### src/rtl/sdram_seq_pkg.sv
package sdram_seq_pkg;

    localparam int ROW_W  = 12;
    localparam int COL_W  = 10;
    localparam int BANK_W = 2;
    localparam int MASK_W = 2;
    localparam int ADDR_W = ROW_W;
    localparam int AP_BIT = 10;
    localparam int OP_W   = 3;

    typedef enum logic [OP_W-1:0] {
        OP_ACT    = 3'd0,
        OP_RD     = 3'd1,
        OP_WR     = 3'd2,
        OP_PRE    = 3'd3,
        OP_PREALL = 3'd4,
        OP_PDN    = 3'd5,
        OP_PUP    = 3'd6,
        OP_NOP    = 3'd7
    } req_op_e;

    // {ras_n, cas_n, we_n}
    typedef logic [2:0] cmd_t;
    localparam cmd_t CMD_NOP = 3'b111;
    localparam cmd_t CMD_ACT = 3'b011;
    localparam cmd_t CMD_RD  = 3'b101;
    localparam cmd_t CMD_WR  = 3'b100;
    localparam cmd_t CMD_PRE = 3'b010;

    typedef struct packed {
        logic              cs_n;
        cmd_t              cmd;
        logic [BANK_W-1:0] ba;
        logic [ADDR_W-1:0] addr;
    } pin_cmd_t;

    function automatic pin_cmd_t deselect_word();
        pin_cmd_t w;
        w.cs_n = 1'b1;
        w.cmd  = CMD_NOP;
        w.ba   = '0;
        w.addr = '0;
        return w;
    endfunction

    function automatic pin_cmd_t issue_word(cmd_t c, logic [BANK_W-1:0] b,
                                            logic [ADDR_W-1:0] a);
        pin_cmd_t w;
        w.cs_n = 1'b0;
        w.cmd  = c;
        w.ba   = b;
        w.addr = a;
        return w;
    endfunction

endpackage

### src/rtl/sdram_cmd_encode.sv
module sdram_cmd_encode
    import sdram_seq_pkg::*;
(
    input  req_op_e           op,
    input  logic [BANK_W-1:0] bank,
    input  logic [ROW_W-1:0]  row,
    input  logic [COL_W-1:0]  col,
    input  logic              apc,
    output pin_cmd_t          word
);
    logic [ADDR_W-1:0] col_addr;
    logic [ADDR_W-1:0] all_addr;

    always_comb begin
        col_addr                = '0;
        col_addr[COL_W-1:0]     = col;
        col_addr[AP_BIT]        = apc;
        all_addr                = '0;
        all_addr[AP_BIT]        = 1'b1;
    end

    always_comb begin
        case (op)
            OP_ACT:    word = issue_word(CMD_ACT, bank, row);
            OP_RD:     word = issue_word(CMD_RD,  bank, col_addr);
            OP_WR:     word = issue_word(CMD_WR,  bank, col_addr);
            OP_PRE:    word = issue_word(CMD_PRE, bank, '0);
            OP_PREALL: word = issue_word(CMD_PRE, '0,   all_addr);
            OP_NOP:    word = issue_word(CMD_NOP, '0,   '0);
            default:   word = deselect_word();
        endcase
    end
endmodule

### src/rtl/sdram_mask_align.sv
module sdram_mask_align
    import sdram_seq_pkg::*;
#(
    parameter int DELAY = 1
) (
    input  logic              clk,
    input  logic              rst,
    input  logic              rd_push,
    input  logic [MASK_W-1:0] rd_mask,
    input  logic              wr_push,
    input  logic [MASK_W-1:0] wr_mask,
    output logic [MASK_W-1:0] dqm_next,
    output logic              slot_busy,
    output logic              rd_pending
);
    generate
        if (DELAY == 0) begin : g_direct
            assign slot_busy  = 1'b0;
            assign rd_pending = 1'b0;
            always_comb begin
                if (rd_push)      dqm_next = rd_mask;
                else if (wr_push) dqm_next = wr_mask;
                else              dqm_next = '0;
            end
        end else begin : g_pipe
            logic              vld [DELAY];
            logic [MASK_W-1:0] msk [DELAY];

            always_ff @(posedge clk) begin
                if (rst) begin
                    for (int i = 0; i < DELAY; i++) begin
                        vld[i] <= 1'b0;
                        msk[i] <= '0;
                    end
                end else begin
                    vld[0] <= rd_push;
                    msk[0] <= rd_mask;
                    for (int i = 1; i < DELAY; i++) begin
                        vld[i] <= vld[i-1];
                        msk[i] <= msk[i-1];
                    end
                end
            end

            assign slot_busy = vld[DELAY-1];

            always_comb begin
                rd_pending = 1'b0;
                for (int i = 0; i < DELAY; i++) rd_pending = rd_pending | vld[i];
            end

            always_comb begin
                if (vld[DELAY-1]) dqm_next = msk[DELAY-1];
                else if (wr_push) dqm_next = wr_mask;
                else              dqm_next = '0;
            end
        end
    endgenerate
endmodule

### src/rtl/sdram_cmd_seq.sv
module sdram_cmd_seq
    import sdram_seq_pkg::*;
#(
    parameter int CAS_LAT = 3
) (
    input  logic              clk,
    input  logic              rst,
    input  logic              req_valid,
    output logic              req_ready,
    input  logic [OP_W-1:0]   req_op,
    input  logic [BANK_W-1:0] req_bank,
    input  logic [ROW_W-1:0]  req_row,
    input  logic [COL_W-1:0]  req_col,
    input  logic              req_apc,
    input  logic [MASK_W-1:0] req_mask,
    output logic              mem_cs_n,
    output logic              mem_ras_n,
    output logic              mem_cas_n,
    output logic              mem_we_n,
    output logic [BANK_W-1:0] mem_ba,
    output logic [ADDR_W-1:0] mem_addr,
    output logic              mem_cke,
    output logic [MASK_W-1:0] mem_dqm
);
    localparam int MASK_DELAY = (CAS_LAT > 2) ? CAS_LAT - 2 : 0;

    req_op_e           op;
    pin_cmd_t          enc_word;
    pin_cmd_t          word_q;
    logic [MASK_W-1:0] dqm_next;
    logic [MASK_W-1:0] dqm_q;
    logic              cke_q;
    logic              slot_busy;
    logic              rd_pending;
    logic              fire;

    assign op = req_op_e'(req_op);

    always_comb begin
        if (!cke_q)            req_ready = (op == OP_PUP);
        else if (op == OP_WR)  req_ready = !slot_busy;
        else if (op == OP_PDN) req_ready = !rd_pending;
        else                   req_ready = 1'b1;
    end

    assign fire = req_valid && req_ready;

    sdram_cmd_encode u_enc (
        .op   (op),
        .bank (req_bank),
        .row  (req_row),
        .col  (req_col),
        .apc  (req_apc),
        .word (enc_word)
    );

    sdram_mask_align #(.DELAY(MASK_DELAY)) u_mask (
        .clk        (clk),
        .rst        (rst),
        .rd_push    (fire && op == OP_RD),
        .rd_mask    (req_mask),
        .wr_push    (fire && op == OP_WR),
        .wr_mask    (req_mask),
        .dqm_next   (dqm_next),
        .slot_busy  (slot_busy),
        .rd_pending (rd_pending)
    );

    always_ff @(posedge clk) begin
        if (rst) begin
            word_q <= deselect_word();
            dqm_q  <= '0;
            cke_q  <= 1'b1;
        end else begin
            word_q <= fire ? enc_word : deselect_word();
            dqm_q  <= dqm_next;
            if (fire && op == OP_PDN)      cke_q <= 1'b0;
            else if (fire && op == OP_PUP) cke_q <= 1'b1;
        end
    end

    assign mem_cs_n  = word_q.cs_n;
    assign mem_ras_n = word_q.cmd[2];
    assign mem_cas_n = word_q.cmd[1];
    assign mem_we_n  = word_q.cmd[0];
    assign mem_ba    = word_q.ba;
    assign mem_addr  = word_q.addr;
    assign mem_cke   = cke_q;
    assign mem_dqm   = dqm_q;
endmodule

### config.mk
export PLATFORM = sky130hd
export DESIGN_NAME = sdram_cmd_seq
export DESIGN_NICKNAME = d
export VERILOG_FILES = /design/src/rtl/sdram_seq_pkg.sv /design/src/rtl/sdram_cmd_encode.sv /design/src/rtl/sdram_mask_align.sv /design/src/rtl/sdram_cmd_seq.sv
export SDC_FILE = /design/constraint.sdc
export NUM_CORES = 1
export LEC_CHECK = 0
export BUFFER_PORTS_ARGS = -buffer_cell sky130_fd_sc_hd__buf_2
export CAP_MARGIN = 10
export CELL_PAD_IN_SITES_DETAIL_PLACEMENT = 1
export CELL_PAD_IN_SITES_GLOBAL_PLACEMENT = 1
export CORE_UTILIZATION = 28
export CTS_CLUSTER_SIZE = 20
export DETAILED_ROUTE_END_ITERATION = 7
export GPL_TIMING_DRIVEN = 0
export PLACE_DENSITY = 0.82
export SLEW_MARGIN = 40
export SYNTH_ARGS = -nofsm -noshare
export SYNTH_HDL_FRONTEND = slang
export SYNTH_SLANG_ARGS = --single-unit
export TNS_END_PERCENT = 100
### constraint.sdc
create_clock -name clk -period 1.3 [get_ports clk]
set_clock_uncertainty 0.2 [all_clocks]
set_input_delay 0.13 -clock clk [delete_from_list [all_inputs] [get_ports clk]]
set_output_delay 0.13 -clock clk [all_outputs]
set_load 0.005 [all_outputs]
==> flow_metrics.tcl <==
set metrics [dict create \
    grt_usage_pct 18.3 \
    ant_nets 0 \
    numPortBuffers 54 \
    fmax_mhz 650 \
    crit_buf_inv 1 \
    final-setup-viol-count 21 \
    fp.dieH_um 61.4 \
    p_int_mw 1.26 \
    reg2reg_from "mem_cke" \
    power_density_nw_per_um2 903 \
    critPathMaxStageDelay_ns 0.37 \
    yosysSeqAreaShare_pct 48.6 \
    synth.distinct_cells 31 \
    start_kind "register" \
    cts_buffers 3 \
    hold_viol 0 \
    instances_no_fill 234 \
    clkLatencyLatePin_ns 0.31 \
    violations "negative setup slack" \
    fin_nets 226 \
    post-route-min-period_ns 1.54 \
    grt_pass1_vias 1134 \
    drt-total-wl_mm 3.30 \
    outcome "complete, but fails checks" \
    core_area_um2 3360 \
    cts_tree "done" \
    drtIter0Drc 13 \
    slew_violations 0 \
    leakagePower_nw 0.839 \
    min_from "req_valid" \
    hold_path.class "primary input to register" \
    grt_antenna_before_repair 0 \
    ys_seq_elements 24 \
    critPathCaptureType "output port" \
    synthToLayoutAreaGrowth_pct 85.3 \
    multi_input_area_um2 558 \
    min_path_cells 4 \
    period_share_pct 118 \
    r2r_end "mem_addr[0]" \
    clkPwrFrac_pct 32.7 \
    ios 55 \
    final_common_cell "buf_2" \
    worst-r2r-setup-slack_ns -0.15 \
    synth_area_um2 988 \
    power_mw 1.65 \
    layout_setup_ws_ns -0.238 \
    worstPathArrival_ns 1.21 \
    clk_path_buf_depth 2 \
    cp_slowest_cell "dfxtp_4" \
    dpl_worst_slack_ns -0.249 \
    critPathMaxFanout 3 \
    synth_area_per_cell_um2 10.4 \
    final_cell_mix "buf_2, dlygate4sd3_1, dfxtp_1, a22oi_2, nor2_2" \
    register_area_um2 488 \
    grt_pass1_wl_mm 4.92 \
    path_cells "and2_4 -> o32ai_2 -> buf_2" \
    combPwrFrac_pct 21.1 \
    yosysWarnings 0 \
    std_cell_rows 21 \
    gr-total-overflow 0 \
    grt_max_degree 15 \
    initial_utilization_pct 29.4 \
    drv_cap 0 \
    fillers 400 \
    clk_pin_slew_ns 0.14 \
    rsz0062_at_grt "true" \
    crit_required_ns 0.97 \
    hold_end "mem_ba[1]" \
    switching_power_mw 0.391 \
    vdd_ir_drop_max_v 0.000414 \
    cts_root_buffer "clkbuf_4" \
    dieArea_um2 3770 \
    synthCells 95 \
    vias_per_cell 4.55 \
    drc 0 \
    finish.utilization_pct 54.5 \
    setup_tns_ns -1.90 \
    antenna_cells 0 \
    cts.sinks 24 \
    wl_per_cell_um 14.1 \
    dp_cells 195 \
    swShare_pct 23.6 \
    gp_congestion 0.674 \
    htreeDepth 1 \
    pwr-share-seq_pct 46.2 \
    path_class "register to output port" \
    cp_top_family "flip-flops" \
    dr.pass1.iters 3 \
    layout-drive-gt1-share_pct 53.7 \
    dpl.hpwl_mm 2.03 \
    fp.dieW_um 61.4 \
    reg2reg_depth 5 \
    synth_fp_nets 132 \
    relSlewSlack_pct 79.0 \
    worstMarginPinSlew_ns 0.315 \
    vias 1065 \
]
[Yosys cell counts]
library cell   n  area share, %
a211o_1        1           0.89
a211oi_4       1            2.0
a21boi_0       1           0.76
a22oi_1       10            7.6
a31o_2         2            1.8
a31oi_1        1           0.63
and2_1         2            1.3
and2_2         1           0.76
and3_1         1           0.63
and3b_1        1           0.89
buf_2          2            1.0
buf_6          2            2.3
clkbuf_1       1           0.38
dfxtp_1       24             49
ha_1           4            5.1
inv_1          5            1.9
nand2_1        4            1.5
nand3_1        1           0.51
nand3b_1       2            1.5
nand3b_4       1            2.0
nand4b_1       1           0.89
nor2_1        14            5.3
nor2b_1        2            1.3
o2111ai_1      1           0.89
o21a_1         1           0.76
o21ai_0        2            1.0
o21bai_1       2            1.5
o311a_1        2            2.0
o32ai_1        1           0.89
o32ai_4        1            2.8
or2_2          1           0.63
[power by group through the flow]
stage,Sequential [mW],Clock [mW],Combinational (mW)
after floorplan,0.788,0,0.133
after global placement,0.784,0,0.234
after detailed placement,0.785,0,0.245
after CTS,0.765,0.567,0.336
after global routing,0.767,0.594,0.381
final,0.765,0.541,0.349
[metal layers]
layer	share of wire (%)	vias to the layer above	wire, µm	GRT usage, %
met1	36	503	1190	17.7
li1	-	520	-	-
met3	4.9	2	163	3.36
met5	0	-	0	0
met2	58	40	1930	38.5
met4	0.51	0	17	4.76
[stage by stage]
stage | hold slack [ns] | area, µm²
finish | 0.0306 | 1830
global route | 0.0331 | 1830
CTS | 0.0181 | 1800
detailed placement | 0.176 | 1390
global placement | 0.160 | 1390
floorplan | 0.00161 | 1060
[state kept, by name, summed over array words and instances (netlist names)]
| register | flops |
|---|---|
| mem_addr | 12 |
| mem_ba | 2 |
| mem_cas_n | 1 |
| mem_cke | 1 |
| mem_cs_n | 1 |
| mem_dqm | 2 |
| mem_ras_n | 1 |
| mem_we_n | 1 |
| u_mask.g_pipe.msk | 2 |
| u_mask.g_pipe.vld | 1 |
[tightest hold or removal path, stage by stage]
cell and delay [ns]:
buf_2 0.13, nand3b_4 0.10, a211oi_4 0.06, o311a_1 0.10
[logic make-up (layout without fill, tap and decap cells)]
kind of cell | Yosys count | in the layout | share of synthesized area [%]
fa+ha+maj | 4 | 4 | 5.06
simple gates | 31 | 31 | 17.2
compound gates | 26 | 26 | 23.5
flops | 24 | 24 | 48.6
buf+inv | 10 | 103 | 5.57
[how the worst max path moves through the flow]
stage / startpoint / end / cells past startpoint
after detailed placement: req_op[0] / mem_we_n / 7
after global placement: req_op[0] / mem_we_n / 7
after global routing: mem_cke / req_ready / 3
final: mem_cke / req_ready / 3
after CTS: mem_cke / req_ready / 3
after floorplan: req_op[0] / mem_we_n / 6
[final cells by class]
type,count,area share [%]
clock inverters,1,1.64
well taps,46,3.14
flip-flops and latches,24,26.6
multi-input cells,61,30.5
plain buffers,5,2.60
inverters,5,1.02
repair buffers,89,33.3
clock buffers,3,1.23
[timing repair]
item,in CTS,in global routing
setup endpoints to repair,20,23
gates resized for setup,12,7
buffers inserted,5,1
pin swaps,5,4
hold endpoints to repair,19,0
cloned,1,0
hold buffers,29,0
(Power assumes the default switching activity.)
